==> src/rtl/xcvr_cfg_pkg.sv <==
package xcvr_cfg_pkg;

   localparam int NUM_SIDES = 2;

   typedef enum logic [1:0] {
      ST_IDLE   = 2'd0,
      ST_ACCESS = 2'd1,
      ST_HOLD   = 2'd2
   } arb_state_e;

   typedef enum logic {
      SIDE_RX = 1'b0,
      SIDE_TX = 1'b1
   } side_e;

endpackage

==> src/rtl/xcvr_cfg_pick.sv <==
module xcvr_cfg_pick
   import xcvr_cfg_pkg::*;
#(
   parameter bit RR_EN = 1'b1
) (
   input  logic [NUM_SIDES-1:0] req,
   input  side_e                last_win,
   output side_e                win
);

   generate
      if (RR_EN) begin : g_rr
         // on a tie the side that lost last time goes first
         always_comb begin
            if (req[SIDE_RX] && req[SIDE_TX]) begin
               win = (last_win == SIDE_RX) ? SIDE_TX : SIDE_RX;
            end else if (req[SIDE_TX]) begin
               win = SIDE_TX;
            end else begin
               win = SIDE_RX;
            end
         end
      end else begin : g_fixed
         always_comb begin
            win = req[SIDE_RX] ? SIDE_RX : (req[SIDE_TX] ? SIDE_TX : SIDE_RX);
         end
      end
   endgenerate

endmodule

==> src/rtl/xcvr_cfg_ctrl.sv <==
module xcvr_cfg_ctrl
   import xcvr_cfg_pkg::*;
#(
   parameter bit RR_EN = 1'b1
) (
   input  logic                 clk,
   input  logic                 rst_n,
   input  logic [NUM_SIDES-1:0] req,
   input  logic                 ch_waitreq,
   input  logic                 ch_cal_busy,
   output arb_state_e           state,
   output side_e                owner
);

   arb_state_e state_q, state_d;
   side_e      owner_q, owner_d;
   side_e      last_q,  last_d;
   side_e      pick_win;
   logic       owner_req;

   xcvr_cfg_pick #(.RR_EN(RR_EN)) u_pick (
      .req      (req),
      .last_win (last_q),
      .win      (pick_win)
   );

   assign owner_req = req[owner_q];

   always_comb begin
      state_d = state_q;
      owner_d = owner_q;
      last_d  = last_q;
      unique case (state_q)
         ST_IDLE: begin
            if (|req) begin
               state_d = ST_ACCESS;
               owner_d = pick_win;
               last_d  = pick_win;
            end
         end
         ST_ACCESS: begin
            // completion (or a withdrawn strobe) ends the access
            if (!owner_req || !ch_waitreq) begin
               state_d = ST_HOLD;
            end
         end
         ST_HOLD: begin
            if (owner_req) begin
               state_d = ST_ACCESS;
            end else if (!ch_cal_busy) begin
               state_d = ST_IDLE;
            end
         end
         default: state_d = ST_IDLE;
      endcase
   end

   always_ff @(posedge clk or negedge rst_n) begin
      if (!rst_n) begin
         state_q <= ST_IDLE;
         owner_q <= SIDE_RX;
         last_q  <= SIDE_TX;
      end else begin
         state_q <= state_d;
         owner_q <= owner_d;
         last_q  <= last_d;
      end
   end

   assign state = state_q;
   assign owner = owner_q;

endmodule

==> src/rtl/xcvr_cfg_path.sv <==
module xcvr_cfg_path
   import xcvr_cfg_pkg::*;
#(
   parameter int ADDR_W = 10,
   parameter int DATA_W = 32
) (
   input  arb_state_e                        state,
   input  side_e                             owner,
   input  logic [NUM_SIDES-1:0][ADDR_W-1:0]  s_addr,
   input  logic [NUM_SIDES-1:0]              s_read,
   input  logic [NUM_SIDES-1:0]              s_write,
   input  logic [NUM_SIDES-1:0][DATA_W-1:0]  s_wdata,
   output logic [NUM_SIDES-1:0][DATA_W-1:0]  s_rdata,
   output logic [NUM_SIDES-1:0]              s_waitreq,
   output logic [ADDR_W-1:0]                 ch_addr,
   output logic                              ch_read,
   output logic                              ch_write,
   output logic [DATA_W-1:0]                 ch_wdata,
   input  logic [DATA_W-1:0]                 ch_rdata,
   input  logic                              ch_waitreq
);

   logic active;

   assign active   = (state == ST_ACCESS);
   assign ch_addr  = s_addr[owner];
   assign ch_wdata = s_wdata[owner];
   assign ch_read  = active && s_read[owner];
   assign ch_write = active && s_write[owner];

   generate
      for (genvar s = 0; s < NUM_SIDES; s++) begin : g_side
         logic served;
         assign served       = active && (owner == side_e'(s));
         assign s_rdata[s]   = served ? ch_rdata : '0;
         assign s_waitreq[s] = served ? ch_waitreq : 1'b1;
      end
   endgenerate

endmodule

==> src/rtl/xcvr_cfg_busy_gate.sv <==
module xcvr_cfg_busy_gate
   import xcvr_cfg_pkg::*;
(
   input  arb_state_e           state,
   input  side_e                owner,
   input  logic                 ch_cal_busy,
   output logic [NUM_SIDES-1:0] side_busy
);

   logic owned;

   assign owned = (state != ST_IDLE);

   generate
      for (genvar s = 0; s < NUM_SIDES; s++) begin : g_gate
         assign side_busy[s] = ch_cal_busy && owned && (owner == side_e'(s));
      end
   endgenerate

endmodule

==> src/rtl/xcvr_cfg_arbiter.sv <==
module xcvr_cfg_arbiter
   import xcvr_cfg_pkg::*;
#(
   parameter int ADDR_W = 10,
   parameter int DATA_W = 32,
   parameter bit RR_EN  = 1'b1
) (
   input  logic              clk,
   input  logic              rst_n,
   input  logic [ADDR_W-1:0] rx_addr,
   input  logic              rx_read,
   input  logic              rx_write,
   input  logic [DATA_W-1:0] rx_wdata,
   output logic [DATA_W-1:0] rx_rdata,
   output logic              rx_waitreq,
   output logic              rx_cal_busy,
   input  logic [ADDR_W-1:0] tx_addr,
   input  logic              tx_read,
   input  logic              tx_write,
   input  logic [DATA_W-1:0] tx_wdata,
   output logic [DATA_W-1:0] tx_rdata,
   output logic              tx_waitreq,
   output logic              tx_cal_busy,
   output logic [ADDR_W-1:0] ch_addr,
   output logic              ch_read,
   output logic              ch_write,
   output logic [DATA_W-1:0] ch_wdata,
   input  logic [DATA_W-1:0] ch_rdata,
   input  logic              ch_waitreq,
   input  logic              ch_cal_busy
);

   if (ADDR_W < 1 || ADDR_W > 32) begin : g_bad_addr_w
      $error("xcvr_cfg_arbiter: ADDR_W must lie in 1..32");
   end
   if (DATA_W < 1 || DATA_W > 64) begin : g_bad_data_w
      $error("xcvr_cfg_arbiter: DATA_W must lie in 1..64");
   end

   logic [NUM_SIDES-1:0][ADDR_W-1:0] s_addr;
   logic [NUM_SIDES-1:0]             s_read;
   logic [NUM_SIDES-1:0]             s_write;
   logic [NUM_SIDES-1:0][DATA_W-1:0] s_wdata;
   logic [NUM_SIDES-1:0][DATA_W-1:0] s_rdata;
   logic [NUM_SIDES-1:0]             s_waitreq;
   logic [NUM_SIDES-1:0]             s_req;
   logic [NUM_SIDES-1:0]             side_busy;
   arb_state_e                       state;
   side_e                            owner;

   assign s_addr[SIDE_RX]  = rx_addr;
   assign s_addr[SIDE_TX]  = tx_addr;
   assign s_read[SIDE_RX]  = rx_read;
   assign s_read[SIDE_TX]  = tx_read;
   assign s_write[SIDE_RX] = rx_write;
   assign s_write[SIDE_TX] = tx_write;
   assign s_wdata[SIDE_RX] = rx_wdata;
   assign s_wdata[SIDE_TX] = tx_wdata;
   assign s_req            = s_read | s_write;

   xcvr_cfg_ctrl #(.RR_EN(RR_EN)) u_ctrl (
      .clk         (clk),
      .rst_n       (rst_n),
      .req         (s_req),
      .ch_waitreq  (ch_waitreq),
      .ch_cal_busy (ch_cal_busy),
      .state       (state),
      .owner       (owner)
   );

   xcvr_cfg_path #(.ADDR_W(ADDR_W), .DATA_W(DATA_W)) u_path (
      .state      (state),
      .owner      (owner),
      .s_addr     (s_addr),
      .s_read     (s_read),
      .s_write    (s_write),
      .s_wdata    (s_wdata),
      .s_rdata    (s_rdata),
      .s_waitreq  (s_waitreq),
      .ch_addr    (ch_addr),
      .ch_read    (ch_read),
      .ch_write   (ch_write),
      .ch_wdata   (ch_wdata),
      .ch_rdata   (ch_rdata),
      .ch_waitreq (ch_waitreq)
   );

   xcvr_cfg_busy_gate u_gate (
      .state       (state),
      .owner       (owner),
      .ch_cal_busy (ch_cal_busy),
      .side_busy   (side_busy)
   );

   assign rx_rdata    = s_rdata[SIDE_RX];
   assign tx_rdata    = s_rdata[SIDE_TX];
   assign rx_waitreq  = s_waitreq[SIDE_RX];
   assign tx_waitreq  = s_waitreq[SIDE_TX];
   assign rx_cal_busy = side_busy[SIDE_RX];
   assign tx_cal_busy = side_busy[SIDE_TX];

endmodule

==> config.mk <==
export PLATFORM = sky130hd
export DESIGN_NAME = xcvr_cfg_arbiter
export DESIGN_NICKNAME = d
export VERILOG_FILES = /design/src/rtl/xcvr_cfg_pkg.sv /design/src/rtl/xcvr_cfg_pick.sv /design/src/rtl/xcvr_cfg_ctrl.sv /design/src/rtl/xcvr_cfg_path.sv /design/src/rtl/xcvr_cfg_busy_gate.sv /design/src/rtl/xcvr_cfg_arbiter.sv
export SDC_FILE = /design/constraint.sdc
export NUM_CORES = 1
export LEC_CHECK = 0
export BUFFER_PORTS_ARGS = -buffer_cell sky130_fd_sc_hd__buf_2
export CAP_MARGIN = 20
export CORE_AREA = 2 2 91 93
export DETAILED_ROUTE_END_ITERATION = 10
export DIE_AREA = 0 0 93 95
export GPL_TIMING_DRIVEN = 0
export SYNTH_ARGS = -nofsm -noshare
export SYNTH_HDL_FRONTEND = slang
export SYNTH_SLANG_ARGS = --single-unit
==> constraint.sdc <==
create_clock -name clk -period 1.6 [get_ports clk]
set_input_delay 0.24 -clock clk [delete_from_list [all_inputs] [get_ports clk]]
set_output_delay 0.24 -clock clk [all_outputs]
set_load 0.02 [all_outputs]
# Word-level counts from Yosys, hierarchy flattened
# Index checks and enable logic that the tools add are counted.
op_classes:
  bitwise_logic: 2
  magnitude_cmp: 1
  reduce_logical: 16
  n_mux: 22
  eq_ne: 5
ops:
  columns: ["op", "count"]
  rows:
  - ["$mux W32", 4]
  - ["$mux W10", 2]
  - ["$mux W1", 11]
  - ["$logic_and A1 B1 Y1", 8]
  - ["$mux W2", 4]
  - ["$pmux W2 S3", 1]
  - ["$ne A3 B2 Y1 const B", 1]
  - ["$reduce_and A3 Y1", 1]
  - ["$eq A2 B1 Y1 const B", 1]
  - ["$eq A2 B2 Y1 const B", 1]
  - ["$logic_not A1 Y1", 2]
  - ["$logic_not A2 Y1", 1]
  - ["$lt A1 B2 Y1 const B", 1]
  - ["$ne A2 B1 Y1 const B", 1]
  - ["$ne A2 B2 Y1 const B", 1]
  - ["$or A2 B2 Y2", 1]
  - ["$reduce_and A2 Y1", 1]
  - ["$reduce_bool A2 Y1", 1]
  - ["$reduce_or A2 Y1", 1]
  - ["$logic_or A1 B1 Y1", 1]
  - ["$not A1 Y1", 1]
totals:
  output_inout_bits: 112
  inputBits: 124
  wordCells: 49
  ff_bits: 4

# Longest topological paths before layout
logic_depth:
  ltp_word: 7
  ltp_mapped: 4
  mapped_depth_nobuf: 3

# Cells and area by module
# Synthesis repeated with hierarchy kept, for this count alone.
hier_totals:
  hier_cells: 150
  area_unflattened_um2: 1267.5
modules_own_cells:
  columns: ["module", "area_each_um2", "n_inst", "cells_each"]
  rows:
  - ["xcvr_cfg_path", 1023.5, 1, 126]
  - ["xcvr_cfg_ctrl", 200.2, 1, 17]
  - ["xcvr_cfg_busy_gate", 20.0, 1, 4]
  - ["xcvr_cfg_arbiter", 12.5, 1, 2]
  - ["xcvr_cfg_pick", 11.3, 1, 1]

# Worst setup path before layout
# No wires, ideal clock.
synth_path:
  path_kind: "flip-flop to output port"
  startpoint: "register u_ctrl.owner_q, in the netlist u_ctrl.owner"
  endpoint: "output port rx_cal_busy"
  arrival_ns: 1.176
  slack_ns: 0.184
  stages_incl_launch_ff: 3
  t_required_ns: 1.360
  cell_sequence: "dfrtp_1 -> buf_4 -> nor3b_1"
synth_via:
  elab_chain_len: 2
synth_lines:
  columns: ["element", "line_no", "text"]
  rows:
  - ["from (decl)", "xcvr_cfg_ctrl.sv:16", "side_e owner_q, owner_d;"]
  - ["from (signal assigned)", "xcvr_cfg_ctrl.sv:65", "owner_q <= owner_d;"]
  - ["$not A1 Y1", "xcvr_cfg_busy_gate.sv:16", "assign side_busy[s] = ch_cal_busy && owned && (owner == side_e'(s));"]
  - ["$logic_and A1 B1 Y1", "xcvr_cfg_busy_gate.sv:16", null]
  - ["to (decl)", "xcvr_cfg_arbiter.sv:16", "output logic rx_cal_busy,"]
# Every way passes these cells.

# Worst setup path after layout
layout_path:
  startpoint: "register u_ctrl.owner_q, in the netlist u_ctrl.owner"
  endpoint: "output port rx_rdata[9]"
layout_via:
  elab_chain_len: 3
layout_lines:
  columns: ["element", "line_no", "text"]
  rows:
  - ["$not A1 Y1", "xcvr_cfg_path.sv:34", "assign served = active && (owner == side_e'(s));"]
  - ["$logic_and A1 B1 Y1", "xcvr_cfg_path.sv:34", null]
  - ["$mux W32", "xcvr_cfg_path.sv:35", "assign s_rdata[s] = served ? ch_rdata : '0;"]
  - ["to (decl)", "xcvr_cfg_arbiter.sv:14", "output logic [DATA_W-1:0] rx_rdata,"]
# Every way passes these cells.

==> results.sh <==
export IMPL_critPathLaunchType="flop"
export IMPL_synth_cell_types=27
export IMPL_total_power_mw=6.85
export IMPL_nFillCells=747
export IMPL_layout_nets=532
export IMPL_synthAdderAreaFrac=0
export IMPL_worst_pin_slew_ns=0.292
export IMPL_drtIter0Drc=32
export IMPL_dp_hpwl_um=5220
export IMPL_clockBufferDepth=2
export IMPL_ys_seq_elements=4
export IMPL_max_slew_margin=0.804
export IMPL_core_area_um2=7930
export IMPL_yosysWarnings=0
export IMPL_syn_nets=274
export IMPL_violations="negative setup slack"
export IMPL_max_vdd_ir_drop_uv=816
export IMPL_skew_ns=0.00816
export IMPL_io_pins=236
export IMPL_arrival_ns=1.43
export IMPL_fin_cells=512
export IMPL_finalWirelength_um=7900
export IMPL_drt_first_pass_iters=4
export IMPL_layout_area_seq_um2=103
export IMPL_die_w_um=93
export IMPL_p_leak_nw=2.04
export IMPL_max_cap_viol_count=0
export IMPL_start_util=0.157
export IMPL_die_area_um2=8840
export IMPL_drc=0
export IMPL_syn_area_um2=1240
export IMPL_timing_fmax_ghz=0.599
export IMPL_post_route_period_util=1.04
export IMPL_crit_path_max_fanout=7
export IMPL_multi_input_area_um2=1320
export IMPL_wl_per_cell_um=15.4
export IMPL_synth_xor_area_frac=0
export IMPL_synth_cells=150
export IMPL_status="complete, but fails checks"
export IMPL_synth_seq_area_share=0.0816
export IMPL_grt_util_all_layers=0.158
export IMPL_die_y_um=95
export IMPL_vias=2118
export IMPL_postRouteAntennaNets=0
export IMPL_worstPathRequired_ns=1.36
export IMPL_portBuffers=235
export IMPL_timing_final_ws_setup_ns=-0.0686
export IMPL_rsz0062_at_grt="yes"
export IMPL_drive_gt1_frac=0.939
export IMPL_antenna_found_initial=0
export IMPL_num_rows=33
export IMPL_critPathKind="reg2out"
export IMPL_viasPerCell=4.14
export IMPL_mostFrequentLayoutCells="buf_2, buf_6, and2_4, mux2_4, mux2_2"
export IMPL_cts_num_sinks=4
export IMPL_synth_top_family_by_area="simple AND/OR/NAND/NOR gates"
export IMPL_grt_pass1_wl_um=10900
export IMPL_cts_root_buf="clkbuf_8"
export IMPL_grt_ovfl_total=0
export IMPL_hold_path_class="in2reg"
export IMPL_cts_htree_levels=1
export IMPL_synth_simple_area_share=0.410
export IMPL_hold_viol_final=0
export IMPL_gp_congestion=0.794
export IMPL_synth_compound_area_share=0.0352
export IMPL_clock_latency_ns=0.22
export IMPL_syn_area_per_cell_um2=8.28
export IMPL_grt_max_degree=11
export IMPL_final_common_cell="buf_2"
export IMPL_report_final_slew_viol_count=0
export IMPL_fin_crit_ns=1.67
export IMPL_end_kind="output port"
export IMPL_setup_violations=94
export IMPL_powerDensity_nw_per_um2=1820
export IMPL_area_growth_pct=202
export IMPL_clkTransAtPathRegs_ns=0.04
export IMPL_dp_cells=490
export IMPL_grt_pass1_vias=2193
export IMPL_cts_tree="built"
export IMPL_synthMuxAreaShare=0.406
export IMPL_n_antenna_cell=0
export IMPL_cts_buffers=3
registers in the layout, indices dropped and copies added (netlist names):
name           count
u_ctrl.owner       1
u_ctrl.last_q      1
u_ctrl.state       2
cells in the mapped netlist (all sizes together):
cell type / number / share of area
o21ai: 2 / 0.0081
a22o: 1 / 0.0071
dfstp: 1 / 0.021
nor3b: 2 / 0.012
nand2b: 2 / 0.016
and2: 64 / 0.32
dfrtp: 3 / 0.060
inv: 2 / 0.0060
mux2: 43 / 0.39
a22oi: 1 / 0.0060
buf: 9 / 0.055
nand2: 3 / 0.0091
clkbuf: 2 / 0.0060
o22a: 1 / 0.0071
nor3: 2 / 0.012
nor2: 8 / 0.032
nand3b: 1 / 0.0060
mux2i: 2 / 0.016
a21oi: 1 / 0.0071
kinds of logic (layout without fill, tap and decap cells):
| logic type | after synthesis | in the layout |
|---|---|---|
| simple gates | 82 | 82 |
| mux | 45 | 45 |
| buf+inv | 13 | 270 |
| flops | 4 | 4 |
| compound gates | 6 | 6 |
area by class of cell:
class                   count  share of cell area
inverters                   2             0.00266
plain buffers              10              0.0386
clock buffers               4              0.0120
repair buffers            254               0.534
multi-input cells         133               0.350
well taps                 105              0.0350
flip-flops and latches      4              0.0273
per-stage QoR:
step / setup TNS, ns / util / instance area [um^2] / hold WS (ns) / worst slack, ns
floorplan: 0 / - / 1240 / -0.0556 / 0.184
global placement: -0.882 / 0.322 / 2550 / 0.0476 / -0.0539
detailed placement: -2.75 / 0.322 / 2550 / 0.0523 / -0.0847
CTS: -5.01 / 0.458 / 3630 / 0.319 / -0.0849
global route: -10.27 / 0.474 / 3760 / 0.347 / -0.130
finish: -4.23 / 0.474 / 3760 / 0.324 / -0.0686
power by group:
| group | switching, mW | internal (mW) | leakage (nW) |
|---|---|---|---|
| clock | 0.0610 | 0.171 | 0.0228 |
| sequential | 0.0596 | 0.163 | 0.0449 |
| combinational | 2.80 | 3.60 | 1.97 |
| total | 2.92 | 3.93 | 2.04 |
worst max-delay path: stages (launching register included):
cell and delay (ns):
dfrtp_2 0.44, buf_6 0.13, nor2_4 0.11, buf_12 0.15, buf_8 0.11, and2_4 0.14, buf_6 0.11
timing repair:
item                                    CTS  global route
hold buffers                              1             0
endpoints found under the hold margin     3             0
cloned                                    5             2
setup buffers                            11             1
resized for setup                       280            28
pin swaps                                47            21
endpoints found under the setup margin  107           108
path summary, 6_finish.rpt:
check,from,endpoint,slack (ns),cells after the start
max in group asynchronous,rst_n,u_ctrl.last_q$_DFFE_PN1P_,1.04,2
hold reg to reg,u_ctrl.last_q$_DFFE_PN1P_,u_ctrl.last_q$_DFFE_PN1P_,0.60,1
setup / recovery,u_ctrl.owner$_DFFE_PN0P_,rx_rdata[9],-0.07,6
hold / removal,ch_cal_busy,u_ctrl.state[1]$_DFFE_PN0P_,0.32,3
min in group asynchronous,rst_n,u_ctrl.state[1]$_DFFE_PN0P_,0.35,2
setup reg to reg,u_ctrl.owner$_DFFE_PN0P_,u_ctrl.state[0]$_DFFE_PN0P_,0.26,5
layer usage:
layer	routed length, um	share of wire	track usage	up-vias
li1	-	-	-	1014
met1	2760	0.35	0.168	1003
met2	4540	0.57	0.316	89
met3	451	0.057	0.0311	12
met4	148	0.019	0.0392	0
met5	0	0	0	-
Power figures use the tool's default switching activity.
